## config.mk

```make
export PLATFORM = sky130hd
export DESIGN_NAME = cf_bitop_unit
export DESIGN_NICKNAME = d
export VERILOG_FILES = /design/src/rtl/cfb_pkg.sv /design/src/rtl/cfb_addr_resolve.sv /design/src/rtl/cfb_bit_alu.sv /design/src/rtl/cfb_word_mem.sv /design/src/rtl/cf_bitop_unit.sv
export SDC_FILE = /design/constraint.sdc
export NUM_CORES = 2
export LEC_CHECK = 0
export BUFFER_PORTS_ARGS = -buffer_cell sky130_fd_sc_hd__buf_2
export CORE_ASPECT_RATIO = 0.8
export CORE_UTILIZATION = 55
export DETAILED_ROUTE_END_ITERATION = 10
export HOLD_SLACK_MARGIN = 0.02
export MAX_ROUTING_LAYER = met4
export PLACE_DENSITY = 0.67
export RECOVER_POWER = 25
export SLEW_MARGIN = 0
export SYNTH_ARGS = -nofsm -noshare
export SYNTH_HDL_FRONTEND = slang
export SYNTH_SLANG_ARGS = --single-unit
```

## constraint.sdc

```tcl
create_clock -name clk -period 6.7 [get_ports clk]
set_input_delay 1.34 -clock clk [delete_from_list [all_inputs] [get_ports clk]]
set_output_delay 1.34 -clock clk [all_outputs]
set_load 0.01 [all_outputs]
```

## src/rtl/cfb_pkg.sv

```systemverilog
package cfb_pkg;

    typedef enum logic [1:0] {
        OP_AND  = 2'd0,
        OP_OR   = 2'd1,
        OP_XOR  = 2'd2,
        OP_TCLR = 2'd3
    } op_e;

    typedef enum logic [1:0] {
        AM_DIRECT = 2'd0,
        AM_PTR    = 2'd1,
        AM_HREL   = 2'd2,
        AM_ALT    = 2'd3
    } amode_e;

endpackage

```

## src/rtl/cfb_addr_resolve.sv

```systemverilog
module cfb_addr_resolve
    import cfb_pkg::*;
#(
    parameter int NIB = 4,
    localparam int AW = 2 * NIB,
    localparam int BW = $clog2(NIB)
) (
    input  amode_e          mode,
    input  logic [AW-1:0]   imm,
    input  logic [BW-1:0]   bit_sel,
    input  logic [NIB-1:0]  h_ptr,
    input  logic [NIB-1:0]  l_ptr,
    output logic [AW-1:0]   word_addr,
    output logic [BW-1:0]   bit_pos
);

    always_comb begin
        unique case (mode)
            AM_PTR: begin
                // upper immediate bits select a block, L picks word and bit
                word_addr = {imm[AW-1:NIB-BW], l_ptr[NIB-1:BW]};
                bit_pos   = l_ptr[BW-1:0];
            end
            AM_HREL: begin
                word_addr = {h_ptr, imm[NIB-1:0]};
                bit_pos   = bit_sel;
            end
            default: begin
                word_addr = imm;
                bit_pos   = bit_sel;
            end
        endcase
    end

endmodule

```

## src/rtl/cfb_bit_alu.sv

```systemverilog
module cfb_bit_alu
    import cfb_pkg::*;
#(
    parameter int NIB = 4,
    localparam int BW = $clog2(NIB)
) (
    input  op_e             op,
    input  logic [NIB-1:0]  word,
    input  logic [BW-1:0]   bit_pos,
    input  logic            cy_in,
    output logic            cy_out,
    output logic            hit,
    output logic [NIB-1:0]  cleared
);

    logic           bit_val;
    logic [NIB-1:0] bit_mask;

    always_comb begin
        bit_mask = '0;
        for (int i = 0; i < NIB; i++) begin
            bit_mask[i] = (bit_pos == BW'(i));
        end
        bit_val = |(word & bit_mask);
        cleared = word & ~bit_mask;
        hit     = 1'b0;
        unique case (op)
            OP_AND:  cy_out = cy_in & bit_val;
            OP_OR:   cy_out = cy_in | bit_val;
            OP_XOR:  cy_out = cy_in ^ bit_val;
            default: begin
                cy_out = cy_in;
                hit    = bit_val;
            end
        endcase
    end

endmodule

```

## src/rtl/cfb_word_mem.sv

```systemverilog
module cfb_word_mem #(
    parameter int NIB = 4,
    parameter int AW  = 8,
    localparam int DEPTH = 1 << AW
) (
    input  logic            clk,
    input  logic            rst_n,
    input  logic            we,
    input  logic [AW-1:0]   waddr,
    input  logic [NIB-1:0]  wdata,
    input  logic [AW-1:0]   raddr,
    output logic [NIB-1:0]  rdata
);

    logic [NIB-1:0] mem_q [DEPTH];

    always_ff @(posedge clk or negedge rst_n) begin
        if (!rst_n) begin
            for (int i = 0; i < DEPTH; i++) begin
                mem_q[i] <= '0;
            end
        end else if (we) begin
            mem_q[waddr] <= wdata;
        end
    end

    assign rdata = mem_q[raddr];

endmodule

```

## src/rtl/cf_bitop_unit.sv

```systemverilog
module cf_bitop_unit
    import cfb_pkg::*;
#(
    parameter int NIB = 4,
    localparam int AW = 2 * NIB,
    localparam int BW = $clog2(NIB)
) (
    input  logic            clk,
    input  logic            rst_n,
    input  logic            start,
    input  logic [1:0]      op,
    input  logic [1:0]      mode,
    input  logic [AW-1:0]   imm,
    input  logic [BW-1:0]   bit_sel,
    input  logic [NIB-1:0]  h_reg,
    input  logic [NIB-1:0]  l_reg,
    input  logic            ld_we,
    input  logic [AW-1:0]   ld_addr,
    input  logic [NIB-1:0]  ld_data,
    output logic            cy,
    output logic            done,
    output logic            skip,
    output logic            wb_en,
    output logic [AW-1:0]   wb_addr,
    output logic [NIB-1:0]  wb_data
);

    typedef struct packed {
        logic           busy;
        op_e            op;
        logic [AW-1:0]  addr;
        logic [BW-1:0]  bitp;
        logic           cy;
        logic           done;
        logic           skip;
        logic           wb_en;
        logic [AW-1:0]  wb_addr;
        logic [NIB-1:0] wb_data;
    } state_t;

    state_t st_d, st_q;

    logic [AW-1:0]  res_addr;
    logic [BW-1:0]  res_bit;
    logic [NIB-1:0] rd_word;
    logic           alu_cy;
    logic           alu_hit;
    logic [NIB-1:0] alu_clr;
    logic           mem_we_d;
    logic [AW-1:0]  mem_waddr_d;
    logic [NIB-1:0] mem_wdata_d;

    cfb_addr_resolve #(.NIB(NIB)) u_resolve (
        .mode      (amode_e'(mode)),
        .imm       (imm),
        .bit_sel   (bit_sel),
        .h_ptr     (h_reg),
        .l_ptr     (l_reg),
        .word_addr (res_addr),
        .bit_pos   (res_bit)
    );

    cfb_word_mem #(.NIB(NIB), .AW(AW)) u_mem (
        .clk   (clk),
        .rst_n (rst_n),
        .we    (mem_we_d),
        .waddr (mem_waddr_d),
        .wdata (mem_wdata_d),
        .raddr (st_q.addr),
        .rdata (rd_word)
    );

    cfb_bit_alu #(.NIB(NIB)) u_alu (
        .op      (st_q.op),
        .word    (rd_word),
        .bit_pos (st_q.bitp),
        .cy_in   (st_q.cy),
        .cy_out  (alu_cy),
        .hit     (alu_hit),
        .cleared (alu_clr)
    );

    always_comb begin
        st_d        = st_q;
        st_d.done   = 1'b0;
        st_d.skip   = 1'b0;
        st_d.wb_en  = 1'b0;
        mem_we_d    = 1'b0;
        mem_waddr_d = ld_addr;
        mem_wdata_d = ld_data;
        if (st_q.busy) begin
            // commit cycle: new start and loader writes are not taken
            st_d.busy = 1'b0;
            st_d.done = 1'b1;
            st_d.cy   = alu_cy;
            st_d.skip = alu_hit;
            if (alu_hit) begin
                st_d.wb_en   = 1'b1;
                st_d.wb_addr = st_q.addr;
                st_d.wb_data = alu_clr;
                mem_we_d     = 1'b1;
                mem_waddr_d  = st_q.addr;
                mem_wdata_d  = alu_clr;
            end
        end else begin
            mem_we_d = ld_we;
            if (start) begin
                st_d.busy = 1'b1;
                st_d.op   = op_e'(op);
                st_d.addr = res_addr;
                st_d.bitp = res_bit;
            end
        end
    end

    always_ff @(posedge clk or negedge rst_n) begin
        if (!rst_n) begin
            st_q <= '0;
        end else begin
            st_q <= st_d;
        end
    end

    assign cy      = st_q.cy;
    assign done    = st_q.done;
    assign skip    = st_q.skip;
    assign wb_en   = st_q.wb_en;
    assign wb_addr = st_q.wb_addr;
    assign wb_data = st_q.wb_data;

endmodule

```

* Yosys cells after proc, flatten, opt, wreduce, memory -nomap -nowiden
Index checks and enable logic that the tools add are counted.
** Storage, ports and cells
- Output and inout port bits :: 16
- Bits in registers :: 1053
- Input bits :: 38
** Operators by class
- Bitwise gates (word level) :: 9
- Equality and inequality tests :: 7
- Muxes and demuxes :: 20
- $lt $le $gt $ge :: 3
- Reductions and logical operators :: 9
** Operators by type and width (count)
- bitwise mux 1024 bit :: 1
- binary-select mux 4 bit (select 8 bit) :: 1
- demux 4 bit (select 8 bit) :: 1
- 2-to-1 mux 13 bit :: 2
- 2-to-1 mux 4 bit :: 5
- greater-or-equal comparator 9 bit, second input constant :: 2
- inverter 8 -> 9 bit :: 2
- 2-to-1 mux 8 bit :: 2
- one-hot mux 8 bit (2 select lines) :: 1
- 2-to-1 mux 15 bit :: 1
- less-than comparator 9 x 1 -> 1 bit, second input constant :: 1
- AND 4 bit :: 2
- == test 2 bit, second input constant :: 4
- == test 2 x 1 -> 1 bit, second input constant :: 3
- AND reduction 2 bit :: 3
- logical NOT 2 bit :: 2
- 2-to-1 mux 1 bit :: 4
- inverter 4 bit :: 1
- OR reduction 4 bit :: 1
- one-hot mux 1 bit (3 select lines) :: 1
- nonzero test 3 bit :: 1
- OR reduction 3 bit :: 1
- 2-to-1 mux 2 bit :: 1
- AND 1 bit :: 1
- 4 further kinds :: 4

* Longest topological paths before layout
- Depth after elaboration :: 15
- Mapped depth :: 21
- Mapped depth without buffers :: 13

* Cells and area by module
Synthesis repeated with hierarchy kept, for this count alone.
** Unflattened totals
- Cells, all modules :: 3465
- Area, all modules :: 49254.7 µm²
** Modules (own cells, without submodules)
- cfb_word_mem :: sequential area each 25624.6 µm², cells an instance 3333, times used 1, area an instance 47660.7 µm²
- cf_bitop_unit :: sequential area each 700.7 µm², cells an instance 100, times used 1, area an instance 1322.5 µm²
- cfb_addr_resolve :: sequential area each 0.0 µm², cells an instance 19, times used 1, area an instance 165.2 µm²
- cfb_bit_alu :: sequential area each 0.0 µm², cells an instance 13, times used 1, area an instance 106.4 µm²

* Least setup slack after synthesis
OpenSTA, ideal clock, no wires.
- Path type :: register to register
- From :: register st_q[18] (netlist bit)
- To :: register u_mem.mem_q[912] (netlist bit)
- Path buffers :: 5
- Stages on the path, launching flop included :: 17
- Data arrival time :: 3.891 ns
- Library setup time :: 0.125 ns
- Setup slack :: 2.685 ns
- Cells stage by stage :: dfrtp_1 -> buf_6 -> buf_6 -> buf_2 -> mux4_2 -> a22oi_1 -> nand2_1 -> a21o_1 -> o32ai_1 -> nor3_1 -> or4_4 -> inv_6 -> buf_6 -> nor3_2 -> buf_2 -> o22ai_2 -> mux2_2
** On the way
- Word-level cells in the longest chain between the ends :: 15
- Elaborated cells between the ends (all ways) :: 21
- Classes of those cells :: 2 x order compare; 13 x mux; 4 x bitwise; 2 x reduce/logical
** Ends and longest elaborated chain
- start, declared :: line cf_bitop_unit.sv:41 : state_t st_d, st_q;
- start signal, assigned :: line cf_bitop_unit.sv:120 : st_q <= st_d;
- inverter 8 -> 9 bit (implied by the code) :: line cfb_word_mem.sv:27 : assign rdata = mem_q[raddr];
- binary-select mux 4 bit (select 8 bit) :: line cfb_word_mem.sv:27
- 2-to-1 mux 4 bit (implied by the code) (2 in series) :: line cfb_word_mem.sv:27
- AND 4 bit :: line cfb_bit_alu.sv:24 : bit_val = |(word & bit_mask);
- OR reduction 4 bit :: line cfb_bit_alu.sv:24
- 2-to-1 mux 1 bit :: line cfb_bit_alu.sv:27 : unique case (op)
- 2-to-1 mux 8 bit :: line cf_bitop_unit.sv:97 : if (alu_hit) begin
- 2-to-1 mux 8 bit :: line cf_bitop_unit.sv:91 : if (st_q.busy) begin
- inverter 8 -> 9 bit (implied by the code) :: line cfb_word_mem.sv:23 : mem_q[waddr] <= wdata;
- greater-or-equal comparator 9 bit (implied by the code) / less-than comparator 9 x 1 -> 1 bit (equally long branches) :: line cfb_word_mem.sv:23
- logical AND 1 bit (implied by the code) :: line cfb_word_mem.sv:23
- 2-to-1 mux 4 bit (implied by the code) :: line cfb_word_mem.sv:23
- demux 4 bit (select 8 bit) :: line cfb_word_mem.sv:23
- bitwise mux 1024 bit :: line cfb_word_mem.sv:23
- end signal, assigned by index :: line cfb_word_mem.sv:23
- end, declared :: line cfb_word_mem.sv:15 : logic [NIB-1:0] mem_q [DEPTH];
Several ways; a longest one is shown, not always the timed one. The select of a mux whose other input is x is not followed.
A chain may end at the register's enable or synchronous reset.

* Worst setup path after layout
- From :: register st_q[18] (netlist bit)
- To :: register u_mem.mem_q[652] (netlist bit)
The elaborated chain is that of the path after synthesis.

==> summary.txt <==
CTS Buf Count: 105
register area share after synthesis: 50.3%
maxcap violations: 7
layout cells sized above 1: 46.6%
Boundary Pins: 54
Vias: 32700
hold-fix buffers at CTS: 0
Final Setup Violations: 0
H-tree depth: 3
synthesized area: 52400 µm²
Most Frequent Cell on Critical Path: buf_4
Synth top area share: 50.3%
post-synthesis register bit count: 1052
crit end category: flop
initial antenna violation count: 3
Pwr Density: 269 nW/µm²
placed cell count: 4726
worst path required time: 7.32 ns
IO buf count: 53
RSZ-0062 raised after global routing: false
vias in the first global route: 34200
CTS tree: done
final hold vios: 0
Final TNS setup: 0 ns
Layout area overhead: 10.7%
Synth Instances: 3609
Yosys top cell by area: dfrtp_1
Initial DRC Count: 2841
DP HPWL: 94800 µm
Final WS setup: 0.604 ns
WP data arrival: 6.71 ns
Die H: 278 µm
largest net degree at the start of global routing: 194
clock buffer depth: 3
num rows: 100
max incr delay on CP: 0.97 ns
Tot GR Track Use: 31.1%
Worst path top cell family by delay: buffers and inverters
DP Worst Slack: 0.787 ns
achievable frequency: 164 MHz
DRT antenna net count: 0
Wirelength per Cell: 29.2 µm
Slowest cell on crit path: dfrtp_4
Core Util, Final: 61.9%
Max VDD drop: 0.000186 V
global-route wire length before repair: 220000 µm
Cell variety after synth: 60
critical path peak fanout: 63
Mapped Nets: 3654
HP Class: reg2reg
Final Skew: 0.0226 ns
CTS resizes: 0
Buffers & Inverters on Critical Path: 4
Avg Vias per Cell: 6.64
Area contributors post-synth: dfrtp_1 (50%), mux2_2 (19%), mux4_2 (7.9%), o22ai_2 (3.9%), mux2_1 (3.5%)
Worst-Skew Late Latency: 0.69 ns
Crit Path Category: reg2reg
CP cell instances: buf_12 -> mux4_2 -> a22oi_1 -> nand2_1 -> a21o_1 -> o32ai_1 -> buf_4 -> nor3_1 -> or4_4 -> buf_4 -> nand2_2 -> a21o_4 -> buf_4 -> mux2_2
Post-synth EDFFs: 0
setup bufs post-CTS: 0
CP Launch Type: flop
clk sinks: 1052
Initial Util: 55.9%
syn avg cell area: 14.5 µm²
violated checks: capacitance limit, slew limit
Top FF cell, synth: dfrtp_1
GRT overflow: 0
Placer Congestion: 0.942
Core Area: 93700 µm²
leakage power: 29.4 nW
Die Span X: 347 µm
die area: 96400 µm²
Worst-path clk slew: 0.06 ns
fin. max-slew vios: 815
Yosys warnings: 0
worst slew pin tran: 4.48 ns
Final Cycle Share: 91.0%
WL final: 144000 µm
Async S/R FF share, synth: 100%
final cell count without fillers: 4924
Pre-Repair DR Iteration Count: 6
Final min period: 6.10 ns
Root Buffer: clkbuf_16
max_slew headroom: -199%
status: complete, but fails checks
Final nets: 3654
DRC Markers: 0
fillcell total: 6952
==> placed cells by master, fill, tap and decap left out, types with 10 or more instances in the layout <==
cell and instances:
bufinv_16 14, nand2_1 84, clkbuf_1 17, nand3_1 30, nor2_1 37, nor3_1 17
buf_4 114, a21oi_4 11, dfrtp_1 1049, mux2_1 162, mux2i_1 170, o22ai_1 58
a21o_1 15, clkbuf_16 111, o22ai_4 10, buf_12 39, mux2_2 889, o22ai_2 162
a31oi_1 14, nor4_1 10, mux4_2 184, nor2b_1 22, buf_2 52, clkinv_2 25
nand2b_1 20, or2_2 11, o21ai_1 29, nor4_4 14, clkbuf_8 24, a21oi_1 47
o21ai_0 19, a22oi_1 110
==> stage by stage <==
stage / power (mW) / hold WS (ns) / cell area [µm²]
after global routing: 16.1 / 0.504 / 58000
after detailed placement: 9.33 / 0.467 / 54300
after floorplan: 8.54 / 0.407 / 52400
final: 15.6 / 0.476 / 58000
after global placement: 9.25 / 0.458 / 54300
after CTS: 15.7 / 0.481 / 58000
==> synth_stat cells, types with 3 or more instances <==
master,n
mux2i_1,170
a21oi_1,47
nor4_2,7
nor4_1,10
a21oi_4,11
nand2_1,85
a2111oi_2,3
o22ai_2,162
nor3_1,21
o22ai_1,58
nor2_1,48
nor3_2,6
o22ai_4,10
o21ai_1,29
o32ai_1,8
and2_1,7
clkbuf_1,131
ha_1,7
buf_12,6
nor4_4,10
inv_1,9
mux4_2,184
buf_2,68
nand4_1,6
buf_8,6
nor3_4,5
buf_1,35
o2111ai_1,4
o21ai_0,19
o211ai_1,5
nor2b_1,23
buf_6,24
or2_2,11
a2111oi_0,6
mux2_2,889
a21o_1,19
a31oi_1,14
a22oi_1,110
dfrtp_1,1052
nand3_1,30
nand2b_1,20
mux2_1,162
a21oi_2,4
buf_4,48
==> area by class of cell <==
type / count / area [µm²] / area share, %
Tap cell: 1224 / 1530 / 2.64
Multi-Input combinational cell: 2228 / 24400 / 42.0
Inverter: 10 / 42.5 / 0.0734
Timing Repair Buffer: 212 / 1940 / 3.34
Clock inverter: 45 / 594 / 1.03
Sequential cell: 1052 / 26300 / 45.4
Antenna cell: 4 / 10.0 / 0.0173
Clock buffer: 149 / 3160 / 5.45
==> registers in the layout (all words and copies together), names as in the netlist <==
name and count:
wb_addr 8, skip 1, done 1, cy 1, st_q 13, u_mem.mem_q 1024
wb_data 4
==> per-layer routing <==
layer	track usage, %	wire (µm)	vias to the layer above
met1	43.9	63400	17500
met4	9.20	4380	0
met3	5.77	10300	244
li1	-	-	13700
met2	46.0	65800	1231
met5	-	0	-
==> logic make-up (layout without fill, tap and decap cells) <==
kind of cell               count (synthesis)  count (layout)  share of synthesized area (%)
muxes                                   1405            1405                           33.8
DFF                                     1052            1052                           50.3
AOI/OAI and AO/OA                        519             519                           8.92
buffers and inverters                    329             416                           3.54
and+or+nand+nor                          297             297                           3.32
adders and majority gates                  7               7                          0.167
other                                      0               4                              0
==> power by group <==
group	internal [mW]	switching, mW	leakage, nW
Clock	3.81	2.54	1.87
Combinational	0.880	1.41	13.0
Sequential	6.69	0.255	14.5
==> worst paths after layout <==
path	cells past startpoint	slack, ns	end	start
min	2	0.48	wb_addr[3]	wb_addr[3]
min reg2reg	2	0.48	wb_addr[3]	wb_addr[3]
max in group asynchronous	2	1.08	u_mem.mem_q[721]	rst_n
max reg2reg	14	0.60	u_mem.mem_q[652]	st_q[18]
min in group asynchronous	1	0.65	u_mem.mem_q[70]	rst_n
max	14	0.60	u_mem.mem_q[652]	st_q[18]
==> worst register-to-register path: cells and delay by family, from the launching register on <==
kind | cells | cell delay (ns)
buffers and inverters | 4 | 1.52
AOI/OAI and AO/OA | 4 | 1.44
and+or+nand+nor | 4 | 1.08
muxes | 2 | 1.03
DFF | 1 | 0.97
No activity file was read; power rests on OpenSTA's default activity.
